File: src/rtl/tlb_pkg.sv
package tlb_pkg;
  parameter int VA_W     = 32;
  parameter int PA_W     = 32;
  parameter int PG_SHIFT = 12;
  parameter int LG_SHIFT = 22;

  localparam int VPN_W   = VA_W - PG_SHIFT;
  localparam int PPN_W   = PA_W - PG_SHIFT;
  localparam int LG_SPAN = LG_SHIFT - PG_SHIFT;

  typedef struct packed {
    logic             vld;
    logic             big;
    logic             rd;
    logic             wr;
    logic             usr;
    logic             dty;
    logic [VPN_W-1:0] vpn;
    logic [PPN_W-1:0] ppn;
  } tlb_ent_t;
endpackage

File: src/rtl/tlb_slot.sv
module tlb_slot
  import tlb_pkg::*;
(
  input  logic             clk,
  input  logic             rst_n,
  input  logic             clr_all,
  input  logic             load,
  input  tlb_ent_t         load_ent,
  input  logic [VPN_W-1:0] look_vpn,
  input  logic [VPN_W-1:0] fill_vpn,
  output tlb_ent_t         ent_q,
  output logic             look_hit,
  output logic             fill_hit
);

  tlb_ent_t ent_d;
  logic     ent_en;

  function automatic logic tag_eq(input tlb_ent_t e, input logic [VPN_W-1:0] v);
    if (e.big) return v[VPN_W-1:LG_SPAN] == e.vpn[VPN_W-1:LG_SPAN];
    else       return v == e.vpn;
  endfunction

  always_comb begin
    look_hit = ent_q.vld && tag_eq(ent_q, look_vpn);
    fill_hit = ent_q.vld && tag_eq(ent_q, fill_vpn);
  end

  always_comb begin
    ent_d  = ent_q;
    ent_en = clr_all || load;
    if (clr_all)   ent_d.vld = 1'b0;
    else if (load) ent_d = load_ent;
  end

  always_ff @(posedge clk or negedge rst_n) begin
    if (!rst_n)      ent_q <= '0;
    else if (ent_en) ent_q <= ent_d;
  end

  // a clear leaves this slot unable to match
  p_slot_cleared_r9: assert property (@(posedge clk) disable iff (!rst_n)
    clr_all |=> !look_hit);

endmodule

File: src/rtl/tlb_victim.sv
module tlb_victim #(
  parameter int N_ENT = 8,
  localparam int IW   = $clog2(N_ENT)
) (
  input  logic          clk,
  input  logic          rst_n,
  input  logic          adv,
  output logic [IW-1:0] ptr
);

  logic [IW-1:0] ptr_d;

  always_comb begin
    if (ptr == IW'(N_ENT - 1)) ptr_d = '0;
    else                       ptr_d = ptr + 1'b1;
  end

  always_ff @(posedge clk or negedge rst_n) begin
    if (!rst_n)   ptr <= '0;
    else if (adv) ptr <= ptr_d;
  end

  // pointer only moves on a refill that creates a new slot
  p_ptr_hold_r7: assert property (@(posedge clk) disable iff (!rst_n)
    !adv |=> $stable(ptr));
  p_ptr_step_r7: assert property (@(posedge clk) disable iff (!rst_n)
    adv |=> (ptr != $past(ptr)));

endmodule

File: src/rtl/tlb_perm.sv
module tlb_perm (
  input  logic p_rd,
  input  logic p_wr,
  input  logic p_usr,
  input  logic p_dty,
  input  logic is_wr,
  input  logic is_usr,
  output logic deny,
  output logic want_dirty
);

  logic kind_ok;
  logic mode_ok;

  always_comb begin
    kind_ok    = is_wr ? p_wr : p_rd;
    mode_ok    = !is_usr || p_usr;
    deny       = !(kind_ok && mode_ok);
    want_dirty = is_wr && !p_dty;
  end

endmodule

File: src/rtl/xlat_tlb.sv
module xlat_tlb
  import tlb_pkg::*;
#(
  parameter int N_ENT = 8
) (
  input  logic             clk,
  input  logic             rst_n,
  input  logic             req_valid,
  input  logic [VA_W-1:0]  req_va,
  input  logic             req_write,
  input  logic             req_user,
  input  logic             flush,
  input  logic             fill_valid,
  input  logic [VPN_W-1:0] fill_vpn,
  input  logic [PPN_W-1:0] fill_ppn,
  input  logic             fill_large,
  input  logic             fill_rd,
  input  logic             fill_wr,
  input  logic             fill_usr,
  input  logic             fill_dirty,
  output logic             rsp_hit,
  output logic [PA_W-1:0]  rsp_pa,
  output logic             rsp_miss,
  output logic             rsp_prot_fault,
  output logic             rsp_dirty_req
);

  localparam int IW = $clog2(N_ENT);

  tlb_ent_t         ent_q   [N_ENT];
  logic [N_ENT-1:0] look_vec;
  logic [N_ENT-1:0] fill_vec;
  logic [N_ENT-1:0] load_vec;
  tlb_ent_t         new_ent;
  logic             fill_go;
  logic             dup_any;
  logic [IW-1:0]    dup_idx;
  logic [IW-1:0]    vic_ptr;
  logic             vic_adv;

  logic             any_hit;
  logic             sel_big, sel_rd, sel_wr, sel_usr, sel_dty;
  logic [PPN_W-1:0] sel_ppn;
  logic             deny, want_dirty;
  logic [PA_W-1:0]  xl_pa;

  // refill record
  always_comb begin
    new_ent     = '0;
    new_ent.vld = 1'b1;
    new_ent.big = fill_large;
    new_ent.rd  = fill_rd;
    new_ent.wr  = fill_wr;
    new_ent.usr = fill_usr;
    new_ent.dty = fill_dirty;
    new_ent.vpn = fill_vpn;
    new_ent.ppn = fill_ppn;
  end

  // duplicate search: lowest matching slot wins
  always_comb begin
    dup_any = 1'b0;
    dup_idx = '0;
    for (int i = 0; i < N_ENT; i++) begin
      if (fill_vec[i] && !dup_any) begin
        dup_any = 1'b1;
        dup_idx = IW'(i);
      end
    end
  end

  always_comb begin
    fill_go = fill_valid && !flush;
    vic_adv = fill_go && !dup_any;
    for (int i = 0; i < N_ENT; i++) begin
      load_vec[i] = fill_go && (dup_any ? (dup_idx == IW'(i)) : (vic_ptr == IW'(i)));
    end
  end

  tlb_victim #(.N_ENT(N_ENT)) u_victim (
    .clk   (clk),
    .rst_n (rst_n),
    .adv   (vic_adv),
    .ptr   (vic_ptr)
  );

  for (genvar g = 0; g < N_ENT; g++) begin : g_slot
    tlb_slot u_slot (
      .clk      (clk),
      .rst_n    (rst_n),
      .clr_all  (flush),
      .load     (load_vec[g]),
      .load_ent (new_ent),
      .look_vpn (req_va[VA_W-1:PG_SHIFT]),
      .fill_vpn (fill_vpn),
      .ent_q    (ent_q[g]),
      .look_hit (look_vec[g]),
      .fill_hit (fill_vec[g])
    );
  end

  // one-hot select of the matching slot's fields
  always_comb begin
    any_hit = |look_vec;
    sel_big = 1'b0;
    sel_rd  = 1'b0;
    sel_wr  = 1'b0;
    sel_usr = 1'b0;
    sel_dty = 1'b0;
    sel_ppn = '0;
    for (int i = 0; i < N_ENT; i++) begin
      sel_big |= look_vec[i] & ent_q[i].big;
      sel_rd  |= look_vec[i] & ent_q[i].rd;
      sel_wr  |= look_vec[i] & ent_q[i].wr;
      sel_usr |= look_vec[i] & ent_q[i].usr;
      sel_dty |= look_vec[i] & ent_q[i].dty;
      sel_ppn |= {PPN_W{look_vec[i]}} & ent_q[i].ppn;
    end
  end

  tlb_perm u_perm (
    .p_rd       (sel_rd),
    .p_wr       (sel_wr),
    .p_usr      (sel_usr),
    .p_dty      (sel_dty),
    .is_wr      (req_write),
    .is_usr     (req_user),
    .deny       (deny),
    .want_dirty (want_dirty)
  );

  always_comb begin
    if (sel_big) xl_pa = {sel_ppn[PPN_W-1:LG_SPAN], req_va[LG_SHIFT-1:0]};
    else         xl_pa = {sel_ppn, req_va[PG_SHIFT-1:0]};
  end

  always_comb begin
    rsp_miss       = req_valid && !any_hit;
    rsp_prot_fault = req_valid && any_hit && deny;
    rsp_dirty_req  = req_valid && any_hit && !deny && want_dirty;
    rsp_hit        = req_valid && any_hit && !deny && !want_dirty;
    rsp_pa         = rsp_hit ? xl_pa : '0;
  end

  // exactly one outcome per valid request
  p_one_result_r4: assert property (@(posedge clk) disable iff (!rst_n)
    req_valid |-> $onehot({rsp_hit, rsp_miss, rsp_prot_fault, rsp_dirty_req}));
  // quiet without a request
  p_idle_quiet_r4: assert property (@(posedge clk) disable iff (!rst_n)
    !req_valid |-> ({rsp_hit, rsp_miss, rsp_prot_fault, rsp_dirty_req} == 4'b0000));
  // page offset passes through untranslated
  p_offset_pass_r2: assert property (@(posedge clk) disable iff (!rst_n)
    rsp_hit |-> (rsp_pa[PG_SHIFT-1:0] == req_va[PG_SHIFT-1:0]));
  // no address without a hit
  p_pa_zero_r10: assert property (@(posedge clk) disable iff (!rst_n)
    !rsp_hit |-> (rsp_pa == '0));
  // refills never leave two slots matching one address
  p_no_double_r8: assert property (@(posedge clk) disable iff (!rst_n)
    $onehot0(look_vec));
  // nothing can hit right after a flush
  p_flush_empty_r9: assert property (@(posedge clk) disable iff (!rst_n)
    flush |=> (!req_valid || rsp_miss));

endmodule

File: config.mk
export PLATFORM = sky130hd
export DESIGN_NAME = xlat_tlb
export DESIGN_NICKNAME = d
export VERILOG_FILES = /design/src/rtl/tlb_pkg.sv /design/src/rtl/tlb_slot.sv /design/src/rtl/tlb_victim.sv /design/src/rtl/tlb_perm.sv /design/src/rtl/xlat_tlb.sv
export SDC_FILE = /design/constraint.sdc
export NUM_CORES = 1
export LEC_CHECK = 0
export ABC_AREA = 0
export BUFFER_PORTS_ARGS = -buffer_cell sky130_fd_sc_hd__buf_2
export CORE_ASPECT_RATIO = 1.75
export CORE_MARGIN = 1
export CORE_UTILIZATION = 60
export CTS_BUF_LIST = sky130_fd_sc_hd__clkbuf_8
export DETAILED_ROUTE_END_ITERATION = 10
export HOLD_SLACK_MARGIN = 0.02
export PLACE_DENSITY = 0.88
export SLEW_MARGIN = 20
export SYNTH_ARGS = -nofsm -noshare
export SYNTH_HDL_FRONTEND = slang
export SYNTH_SLANG_ARGS = --single-unit
File: constraint.sdc
create_clock -name clk -period 3.5 [get_ports clk]
set_input_delay 0.175 -clock clk [delete_from_list [all_inputs] [get_ports clk]]
set_output_delay 0.175 -clock clk [all_outputs]
set_load 0.02 [all_outputs]
Word-level counts from Yosys, hierarchy flattened
Cells that the tools add are included.
{"block": "totals", "ff_bits": 371, "in_bits": 84, "out_inout_bits": 36}
{"block": "classes", "add_sub_neg": 1, "eq_ne": 46, "muxes": 59, "bitwise_logic": 91, "n_reduce_logical": 91}
{"operator": "$mux 46", "count": 8}
{"operator": "$eq 20x20->1", "count": 16}
{"operator": "$and 20x20->20", "count": 8}
{"operator": "$eq 10x10->1", "count": 16}
{"operator": "$or 20x20->20", "count": 7}
{"operator": "$mux 1", "count": 42}
{"operator": "$logic_and 1x1->1", "count": 41}
{"operator": "$and 1x1->1", "count": 40}
{"operator": "$or 1x1->1", "count": 35}
{"operator": "$mux 32", "count": 1}
{"operator": "$eq 3x3->1 const B", "count": 8}
{"operator": "$reduce_and 3->1", "count": 8}
{"operator": "$mux 22", "count": 1}
{"operator": "$reduce_and 2->1", "count": 8}
{"operator": "$reduce_bool 2->1", "count": 8}
{"operator": "$mux 3", "count": 5}
{"operator": "$logic_not 1->1", "count": 14}
{"operator": "$eq 3x2->1 const B", "count": 4}
{"operator": "$logic_or 1x1->1", "count": 9}
{"operator": "$reduce_or 8->1", "count": 1}
{"operator": "$eq 3x1->1 const B", "count": 2}
{"operator": "$logic_not 3->1", "count": 2}
{"operator": "$mux 2", "count": 2}
{"operator": "$add 3x1->3 const B", "count": 1}
{"operator": "$not 1->1", "count": 1}

Longest topological paths before layout
Gate-level depths: netlist of the first run.
{"block": "depth", "ltp_word": 30, "ltp_mapped": 12}

By module
From an unflattened synthesis of the first run, not the netlist that was laid out.
{"block": "unflattened", "hier_cells": 1471, "hier_area_um2": 19125.8}
{"module": "tlb_slot", "instances": 8, "cells_each": 153, "area_each_um2": 2177.1, "seq_area_each_um2": 1151.1}
{"module": "xlat_tlb", "instances": 1, "cells_each": 232, "area_each_um2": 1541.5, "seq_area_each_um2": 0.0}
{"module": "tlb_victim", "instances": 1, "cells_each": 11, "area_each_um2": 142.6, "seq_area_each_um2": 75.1}
{"module": "tlb_perm", "instances": 1, "cells_each": 4, "area_each_um2": 25.0, "seq_area_each_um2": 0.0}

Worst setup path after synthesis of the first run
No wires, ideal clock.
{"block": "synth_timing", "path_kind": "flip-flop to output port", "startpoint": "reg, netlist name g_slot[1].u_slot.ent_q[24]", "endpoint": "out rsp_pa[25]", "t_arrival_ns": 2.975, "required_time_ns": 3.325, "path_slack_ns": 0.350, "path_stages_with_launch": 11, "path_buffers": 2, "cell_sequence": "dfrtp_1 xor2_1 nor4_1 a41o_1 and2_1 clkbuf_1 a222oi_1 nand3_1 o211ai_1 clkbuf_1 a2111oi_0"}
{"block": "synth_between", "elab_chain_len": 16, "word_cells_on_any_way": 54}
{"item": "$eq 20x20->1 (*)", "line_no": "tlb_slot.sv:21", "source": "else return v == e.vpn;"}
{"item": "$mux 1 (*)", "line_no": "tlb_slot.sv:20", "source": "if (e.big) return v[VPN_W-1:LG_SPAN] == e.vpn[VPN_W-1:LG_SPAN];"}
{"item": "$logic_and 1x1->1 (*)", "line_no": "tlb_slot.sv:25", "source": "look_hit = ent_q.vld && tag_eq(ent_q, look_vpn);"}
{"item": "$and 1x1->1, on equally long branches"}
{"item": "$or 1x1->1, on equally long branches (7 in a row)"}
{"item": "$mux 1 (tied with other cells)", "line_no": "tlb_perm.sv:16", "source": "kind_ok = is_wr ? p_wr : p_rd;"}
{"item": "$logic_and 1x1->1, on equally long branches", "line_no": "tlb_perm.sv:18, tlb_perm.sv:19"}
{"item": "$logic_and 1x1->1 / $logic_not 1->1 (equally long branches)", "line_no": "xlat_tlb.sv:141", "source": "rsp_hit = req_valid && any_hit && !deny && !want_dirty;"}
{"item": "$logic_and 1x1->1", "line_no": "xlat_tlb.sv:141"}
{"item": "$mux 32 (*)", "line_no": "xlat_tlb.sv:142", "source": "rsp_pa = rsp_hit ? xl_pa : '0;"}
{"item": "to (decl)", "line_no": "xlat_tlb.sv:22", "source": "output logic [PA_W-1:0] rsp_pa,"}
Mark *: on every way between the ends. The rest lies on a longest branch, timed or not.

Final worst setup path of the first run
{"block": "layout_timing", "startpoint": "reg, netlist name g_slot[4].u_slot.ent_q[26]", "endpoint": "out rsp_pa[24]"}
{"block": "layout_between", "elab_chain_len": 13, "word_cells_on_any_way": 39}
{"item": "$eq 20x20->1 (*)", "line_no": "tlb_slot.sv:21"}
{"item": "$mux 1 (*)", "line_no": "tlb_slot.sv:20"}
{"item": "$logic_and 1x1->1 (*)", "line_no": "tlb_slot.sv:25"}
{"item": "$and 1x1->1, on equally long branches"}
{"item": "$or 1x1->1, on equally long branches (4 in a row)"}
{"item": "$mux 1 (tied with other cells)", "line_no": "tlb_perm.sv:16"}
{"item": "$logic_and 1x1->1, on equally long branches", "line_no": "tlb_perm.sv:18, tlb_perm.sv:19"}
{"item": "$logic_and 1x1->1 / $logic_not 1->1 (equally long branches)", "line_no": "xlat_tlb.sv:141"}
{"item": "$logic_and 1x1->1", "line_no": "xlat_tlb.sv:141"}
{"item": "$mux 32 (*)", "line_no": "xlat_tlb.sv:142"}
Marked as above.

==> results of run 1 <==
[placed cells by master, fill, tap and decap left out, types with 5 or more instances in the layout]
master           n
a22oi_1         47
nor2_1           7
buf_2           83
mux2_1           5
inv_1           24
dfrtp_2          5
and2_4           5
clkbuf_8        68
nor3_1           6
nor4_1          26
buf_12          23
diode_2          5
clkinv_2         6
o21ai_0         10
mux2_2         358
nand2b_1        10
a221oi_1        21
a22o_1          21
a2111oi_4       20
a41o_1           8
dlygate4sd3_1   27
nand2_1         25
buf_6           24
buf_8            6
nor4_2           8
nand3_1         30
nor4b_4          5
xnor2_1        192
nand4_1         47
dfrtp_1        366
xor2_1         122
buf_4          120
nor4b_2         10
xnor2_2          5
[final timing paths]
check                           slack (ns)                                    from                                endpoint  cells after the start
worst max-delay path                 -1.03  g_slot[4].u_slot.ent_q[26]$_DFFE_PN0P_                              rsp_pa[24]                     13
worst min-delay path                  0.04                                   rst_n   g_slot[2].u_slot.ent_q[1]$_DFFE_PN0P_                      2
worst max register to register       -0.41  g_slot[3].u_slot.ent_q[27]$_DFFE_PN0P_  g_slot[3].u_slot.ent_q[43]$_DFFE_PN0P_                     10
worst min register to register        0.51   g_slot[4].u_slot.ent_q[6]$_DFFE_PN0P_   g_slot[4].u_slot.ent_q[6]$_DFFE_PN0P_                      1
max in group asynchronous             2.51                                   rst_n  g_slot[6].u_slot.ent_q[23]$_DFFE_PN0P_                      3
min in group clk                      0.05                             fill_vpn[5]  g_slot[6].u_slot.ent_q[25]$_DFFE_PN0P_                      2
[critical path, delay by kind of cell (launching register included)]
kind | cells | cell delay, ns
AO/OA/AOI/OAI | 3 | 1.11
AND/OR/NAND/NOR | 4 | 1.00
buffers and inverters | 5 | 0.92
flip-flops | 1 | 0.44
XOR/XNOR | 1 | 0.17
[synth_stat cells, drive strengths merged, types with 5 or more instances]
cell     number  area [sq um]
dfrtp       371          9280
mux2        363          4090
xnor2       197          1730
xor2        123          1080
buf          94           562
nand4        48           315
a22oi        47           353
clkbuf       36           135
nor4         36           246
nand3        33           170
nand2        26          97.6
a221oi       22           199
a22o         21           184
a2111oi      20           175
o21ai        18          93.8
nor4b        16           146
nor3         13          70.1
a41o         10           100
nand2b       10          62.6
and2          9          56.3
inv           9          33.8
nor2          9          33.8
a41oi         5          51.3
[layout make-up]
type / count / area, sq um
multi-input combinational: 1071 / 10400
sequential: 371 / 9290
fill: 1648 / 8480
timing repair buffer: 284 / 2430
clock buffer: 68 / 936
tap: 400 / 500
clock inverter: 24 / 109
inverter: 9 / 33.8
antenna: 5 / 12.5
[metal layers]
| layer | up-vias | track usage | part of all wire |
|---|---|---|---|
| met4 | 10 | 0.345 | 0.12 |
| met2 | 1637 | 0.635 | 0.45 |
| met3 | 760 | 0.0805 | 0.13 |
| li1 | 6160 | - | - |
| met1 | 7982 | 0.387 | 0.30 |
| met5 | - | 0 | 0.0014 |
[flip-flops by register name (all words and copies together) (netlist names)]
name,count
g_slot.u_slot.ent_q,368
u_victim.ptr,3
[power groups by stage]
stage | clock network, mW | registers (mW) | logic, mW
after global routing | 3.74 | 8.67 | 6.36
after CTS | 3.45 | 8.14 | 5.29
after global placement | 0 | 8.02 | 4.83
after floorplan | 0 | 7.62 | 4.14
final | 3.59 | 8.58 | 6.07
after detailed placement | 0 | 8.19 | 5.13
[cell families after synthesis]
kind of cell,Yosys count,synth area share
compound gates,164,0.0681
mux,363,0.208
xor+xnor,320,0.143
fa+ha+maj,3,0.00191
simple gates,220,0.0690
flops,371,0.473
buf+inv,139,0.0372
[what timing repair did]
| action | CTS | global route |
|---|---|---|
| pin swaps | 14 | 35 |
| resized for setup | 81 | 146 |
| setup buffers | 10 | 32 |
| hold endpoints to repair | 525 | 0 |
| gates cloned | 1 | 1 |
| hold buffers | 27 | 0 |
| endpoints found under the setup margin | 325 | 215 |
[per-stage QoR]
stage / TNS, ns / util
CTS: -0.144 / 0.705
detailed placement: -59.09 / 0.652
finish: -47.47 / 0.737
global placement: -29.16 / 0.652
floorplan: 0 / -
global route: -46.38 / 0.736
==> results_tabular.tex, run 1 <==
\begin{tabular}{lr}
\hline
Metric & Value \\
\hline
\multicolumn{2}{l}{\textbf{Run status}} \\
\quad Run status & finished, violations left \\
\quad Failing checks & design-rule violations, negative setup slack \\
\multicolumn{2}{l}{\textbf{Placed design}} \\
\quad Pre-CTS worst setup slack & -0.316 ns \\
\quad Routability congestion estimate & 0.921 \\
\quad Count of port buffers added during placement & 119 \\
\quad Dpl hpwl & 36.7 mm \\
\quad Area post-placement & 21000 sq um \\
\quad Inst Count DP & 2064 \\
\multicolumn{2}{l}{\textbf{Floorplanning}} \\
\quad Initial Utilization & 0.609 \\
\quad FP Rows & 87 \\
\quad Die extent in x & about 140 microns \\
\quad Placeable core area & 32200 sq um \\
\quad Area enclosed by the die boundary & 33500 sq um \\
\quad Floorplan die height & approximately 240 microns \\
\quad Number of top-level pins & 120 \\
\multicolumn{2}{l}{\textbf{Clock tree}} \\
\quad Clock latency on the worst-skew pair & 0.70 ns \\
\quad Clock tree from TritonCTS & yes \\
\quad Clk Tree Root Cell & clkbuf\_8 \\
\quad CTS Sinks & roughly 370 \\
\quad Clk buf depth & 3 \\
\quad Max H-tree Level & 2 \\
\quad Clock input transition at the sequential cells of the worst setup and hold paths & 0.08 ns \\
\quad Total CTS buffers & 51 \\
\multicolumn{2}{l}{\textbf{Power}} \\
\quad Proportion of total power due to net switching & 0.379 \\
\quad Gate power share & 0.333 \\
\quad Pwr Density & $\sim$770 nW/um\^{}2 \\
\quad Internal Dissipation & 11.3 mW \\
\quad Clock Power Share & 0.197 \\
\quad Reported net switching power & approximately 6.9 mW \\
\quad Reported leakage power & $\sim$10 nW \\
\quad Reg power frac & 0.470 \\
\quad VDD IR max & 0.553 mV \\
\quad Sum of internal, switching and leakage power & 18.2 mW \\
\multicolumn{2}{l}{\textbf{Synthesis}} \\
\quad Synthesized area divided by synthesized cell count & 12.4 sq um \\
\quad Share of flip-flops with an asynchronous set or reset after synthesis & 1.00 \\
\quad Post-synthesis cell count & 1580 \\
\quad Number of register bits inferred by synthesis & between 300 and 400 \\
\quad Synthesized net count & 1667 \\
\quad Distinct cells, synth & 61 \\
\quad Number of flops mapped to enable cells by yosys & 0 \\
\quad Sequential cell area fraction in the yosys report & 0.473 \\
\quad Top flip-flop cell by instance count after synthesis & dfrtp\_1 \\
\quad Number of warnings reported in the yosys synthesis log & 0 \\
\quad Post-synthesis cell area & around 20000 sq um \\
\multicolumn{2}{l}{\textbf{STA}} \\
\quad Final hold viol count & 0 \\
\quad Setup repair after global routing missed its margin & true \\
\quad Relative slew slack & 0.0523 \\
\quad Post-route setup slack & -1.03 ns \\
\quad Slew at the pin closest to its max-slew limit & 1.42 ns \\
\quad Final number of max-transition violations & 0 \\
\quad Hold slack final & 0.0418 ns \\
\quad Final setup violation count & 177 \\
\quad Maximum clock frequency & 221 MHz \\
\quad Final worst path period share & 1.29 \\
\quad Post-route clock skew & just over 0.05 ns \\
\quad Minimum clock period & 4.53 ns \\
\multicolumn{2}{l}{\textbf{Global routing}} \\
\quad First-pass GRT wire length & between 90 and 100 mm \\
\quad Maximum number of pins on one net before global-route repair & 107 \\
\quad Total track usage & 0.373 \\
\quad Initial antenna violation count & 11 \\
\quad Aggregate global routing overflow & 0 \\
\quad Via count of the first global-routing pass & approximately 16k \\
\multicolumn{2}{l}{\textbf{Critical path}} \\
\quad Delay of the slowest cell on the worst path & 0.64 ns \\
\quad Most prevalent standard cell on the critical path & buf\_4 \\
\quad Slowest stage cell on the critical path & a2111oi\_4 \\
\quad Setup CP Type & register to output port \\
\quad Required arrival time at the worst endpoint & approximately 3.3 ns \\
\quad Worst-path maximum fanout & 5 \\
\quad Startpoint class of the critical path & register \\
\quad CP arrival & roughly 4.4 ns \\
\quad Cells traversed along the worst timing path & xor2\_1 > nor4\_1 > a41o\_1 > buf\_6 > nand3\_2 > and4\_1 > nand3\_2 > o211ai\_1 > buf\_4 > clkbuf\_16 > buf\_4 > a2111oi\_4 > buf\_4 \\
\quad Setup crit end kind & output port \\
\multicolumn{2}{l}{\textbf{Cells and area}} \\
\quad Fraction of layout cells with a size suffix above 1 & 0.432 \\
\quad Final design area excluding fillers & $\sim$24000 sq um \\
\quad Number of nets in the layout & 1875 \\
\quad Final instance count without filler cells & 2232 \\
\quad P\&R area growth vs syn & 20.9\% \\
\multicolumn{2}{l}{\textbf{Routing}} \\
\quad Via count & between 15k and 20k \\
\quad Drc violations & 6 \\
\quad Post-DR wirelength/cell & 34.5 microns \\
\quad Wire length after detailed routing & approximately 77 mm \\
\quad Via-to-Cell Ratio & 7.41 \\
\quad Count of TritonRoute iterations in the first routing pass & 10 \\
\quad Count of nets left with antenna violations after detail routing & 0 \\
\quad Iteration-0 DRC Markers & around 2.0k \\
\multicolumn{2}{l}{\textbf{Min path}} \\
\quad Type of the most critical hold path & primary input to asynchronous set/reset pin \\
\multicolumn{2}{l}{\textbf{Flow run}} \\
\quad Max-capacitance violation count & 0 \\
\hline
\end{tabular}
(Power assumes the default switching activity.)
==> inputs of run 2 (changes only) <==
--- a/config.mk
+++ b/config.mk
@@ -9,11 +9,12 @@
 export BUFFER_PORTS_ARGS = -buffer_cell sky130_fd_sc_hd__buf_2
 export CORE_ASPECT_RATIO = 1.75
 export CORE_MARGIN = 1
-export CORE_UTILIZATION = 60
+export CORE_UTILIZATION = 41
 export CTS_BUF_LIST = sky130_fd_sc_hd__clkbuf_8
 export DETAILED_ROUTE_END_ITERATION = 10
 export HOLD_SLACK_MARGIN = 0.02
-export PLACE_DENSITY = 0.88
+export PLACE_DENSITY = 0.67
+export SKIP_LAST_GASP = 1
 export SLEW_MARGIN = 20
 export SYNTH_ARGS = -nofsm -noshare
 export SYNTH_HDL_FRONTEND = slang
==> run 2 against run 1 <==
Net effect: the run ends with negative setup slack left; highest routed layer is now met4; design area grew 3.8%; non-clock buffer count grew 62; clock skew shrank 0.027 ns; die area grew 46%; maximum frequency grew 22%; total power shrank 5.5%; worst setup slack gained 0.83 ns.
==> results_tabular.tex, run 2 (same netlist as run 1, synthesis figures left out) <==
\begin{tabular}{lr}
\hline
Metric & Value \\
\hline
\multicolumn{2}{l}{\textbf{Routing}} \\
\quad Via-to-Cell Ratio & 5.78 \\
\quad Post-DR wirelength/cell & 24.2 microns \\
\quad Iteration-0 DRC Markers & 836 \\
\quad Via count & 14.3k \\
\quad Count of nets left with antenna violations after detail routing & 0 \\
\quad Wire length after detailed routing & 60.0 mm \\
\quad Count of TritonRoute iterations in the first routing pass & 7 \\
\quad Drc violations & 0 \\
\multicolumn{2}{l}{\textbf{STA}} \\
\quad Final hold viol count & 0 \\
\quad Final setup violation count & 32 \\
\quad Minimum clock period & 3.69 ns \\
\quad Post-route setup slack & -0.195 ns \\
\quad Slew at the pin closest to its max-slew limit & between 0.8 and 0.9 ns \\
\quad Final number of max-transition violations & 0 \\
\quad Setup TNS & -2.83 ns \\
\quad Relative slew slack & 0.418 \\
\quad Maximum clock frequency & approximately 270 MHz \\
\quad Hold slack final & 0.0745 ns \\
\quad Setup repair after global routing missed its margin & true \\
\quad Post-route clock skew & $\sim$0.025 ns \\
\quad Final worst path period share & 1.06 \\
\multicolumn{2}{l}{\textbf{Placed design}} \\
\quad Count of port buffers added during placement & 119 \\
\quad Area post-placement & 21700 sq um \\
\quad Inst Count DP & 2296 \\
\quad Routability congestion estimate & 0.902 \\
\quad Dpl hpwl & approximately 39 mm \\
\multicolumn{2}{l}{\textbf{Power}} \\
\quad Reported leakage power & 10.6 nW \\
\quad Sum of internal, switching and leakage power & 17.2 mW \\
\quad Pwr Density & 700 nW/um\^{}2 \\
\quad VDD IR max & 0.385 mV \\
\multicolumn{2}{l}{\textbf{Clock tree}} \\
\quad Total CTS buffers & 55 \\
\quad Clk Tree Root Cell & clkbuf\_8 \\
\quad CTS Sinks & 371 \\
\quad Clock tree from TritonCTS & yes \\
\quad Max H-tree Level & 2 \\
\quad Clock latency on the worst-skew pair & between 0.6 and 0.7 ns \\
\quad Clock input transition at the sequential cells of the worst setup and hold paths & 0.06 ns \\
\quad Clk buf depth & 3 \\
\multicolumn{2}{l}{\textbf{Cells and area}} \\
\quad Registers with the most flip-flops & g\_slot.u\_slot.ent\_q x368, u\_victim.ptr x3 \\
\quad Largest register by flop count & g\_slot.u\_slot.ent\_q \\
\quad Fraction of layout cells with a size suffix above 1 & 0.446 \\
\quad P\&R area growth vs syn & 25.5\% \\
\quad Final instance count without filler cells & 2482 \\
\quad Most used cells in the layout excluding fill and tap cells & dfrtp\_1 (369), mux2\_2 (358), xnor2\_1 (193), buf\_4 (171), xor2\_1 (121) \\
\quad Number of nets in the layout & 1940 \\
\quad Flip-flop count of the largest register, all copies and words added & 368 \\
\quad Leading cell type in the layout, fill and taps excluded & dfrtp\_1 \\
\quad Final design area excluding fillers & 24600 sq um \\
\multicolumn{2}{l}{\textbf{Floorplanning}} \\
\quad FP Rows & 105 \\
\quad Floorplan die height & a little under 300 microns \\
\quad Die extent in x & between 150 and 200 microns \\
\quad Area enclosed by the die boundary & 48800 sq um \\
\quad Placeable core area & 47000 sq um \\
\quad Initial Utilization & 0.417 \\
\quad Number of top-level pins & 120 \\
\multicolumn{2}{l}{\textbf{Global routing}} \\
\quad Aggregate global routing overflow & 0 \\
\quad Maximum number of pins on one net before global-route repair & 103 \\
\quad First-pass GRT wire length & just over 90 mm \\
\quad Total track usage & 0.242 \\
\quad Via count of the first global-routing pass & about 15k \\
\quad Initial antenna violation count & 1 \\
\multicolumn{2}{l}{\textbf{Critical path}} \\
\quad Required arrival time at the worst endpoint & $\sim$3.3 ns \\
\quad Startpoint class of the critical path & register \\
\quad Setup CP Type & register to output port \\
\quad CP arrival & $\sim$3.5 ns \\
\quad Worst-path maximum fanout & 7 \\
\quad Setup crit end kind & output port \\
\multicolumn{2}{l}{\textbf{Run status}} \\
\quad Failing checks & negative setup slack \\
\quad Run status & finished, violations left \\
\multicolumn{2}{l}{\textbf{Min path}} \\
\quad Type of the most critical hold path & primary input to register \\
\multicolumn{2}{l}{\textbf{Flow run}} \\
\quad Max-capacitance violation count & 0 \\
\hline
\end{tabular}
-- run 2: cell count changes in the layout (fill, tap and decap cells not counted), sizes merged --
cell | previous run | this run
clkinv | 6 | 5
clkbuf | 69 | 73
dlygate4sd3 | 27 | 29
diode | 5 | 1
buf | 256 | 313
o21ai | 19 | 18
bufinv | 0 | 1
inv | 24 | 27
dlymetal6s2s | 0 | 1
-- run 2: worst paths after layout --
| kind | from | end | slack (ns) | cells after the start |
|---|---|---|---|---|
| worst max-delay path | g_slot[6].u_slot.ent_q[29]$_DFFE_PN0P_ | rsp_pa[2] | -0.19 | 12 |
| worst min-delay path | fill_vpn[18] | g_slot[7].u_slot.ent_q[38]$_DFFE_PN0P_ | 0.07 | 2 |
| worst max register to register | g_slot[0].u_slot.ent_q[28]$_DFFE_PN0P_ | g_slot[1].u_slot.ent_q[1]$_DFFE_PN0P_ | 0.15 | 11 |
| worst min register to register | g_slot[1].u_slot.ent_q[12]$_DFFE_PN0P_ | g_slot[1].u_slot.ent_q[12]$_DFFE_PN0P_ | 0.49 | 1 |
| max in group asynchronous | rst_n | g_slot[0].u_slot.ent_q[14]$_DFFE_PN0P_ | 2.23 | 3 |
| min in group asynchronous | rst_n | g_slot[7].u_slot.ent_q[31]$_DFFE_PN0P_ | 0.20 | 2 |
-- run 2: per-stage QoR --
step                setup slack, ns   util
floorplan                     0.350      -
global placement             -0.283  0.462
detailed placement           -0.291  0.462
CTS                          -0.141  0.505
global route                 -0.350  0.524
finish                       -0.195  0.524
-- run 2: repair_timing --
item / CTS / global route
pin swaps: 32 / 59
hold buffers: 29 / 0
endpoints found under the hold margin: 304 / 0
gates resized for setup: 107 / 101
setup buffers: 32 / 36
gates cloned: 2 / 3
setup endpoints to repair: 99 / 166
-- run 2: worst max-delay path, cell delays in order (launching register included) --
cell       delay (ns)
dfrtp_1          0.43
xor2_1           0.18
nor4_2           0.27
a41o_1           0.28
and2_4           0.20
buf_4            0.15
a21boi_1         0.10
nand3_1          0.11
o211ai_1         0.19
clkbuf_16        0.25
clkbuf_16        0.18
nor4b_2          0.36
buf_4            0.21
-- run 2: power breakdown --
part / switching (mW) / internal (mW)
Sequential: 1.69 / 6.35
Combinational: 2.27 / 3.37
Clock: 1.70 / 1.86
Total: 5.66 / 11.6
-- run 2: layer usage --
metal,part of all wire,wire length (microns),global-route usage,vias up
li1,-,-,-,6259
met1,0.37,22300,0.271,7393
met2,0.52,31400,0.434,467
met3,0.039,2310,0.0298,216
met4,0.065,3900,0.152,0
met5,0,0,0,-
-- run 2: area by class of cell --
type	instances	area, sq um
antenna	1	2.50
clock buffer	70	963
clock inverter	27	145
fill	3945	22400
inverter	9	33.8
multi-input combinational	1070	10400
sequential	371	9290
tap	588	736
timing repair buffer	346	3090
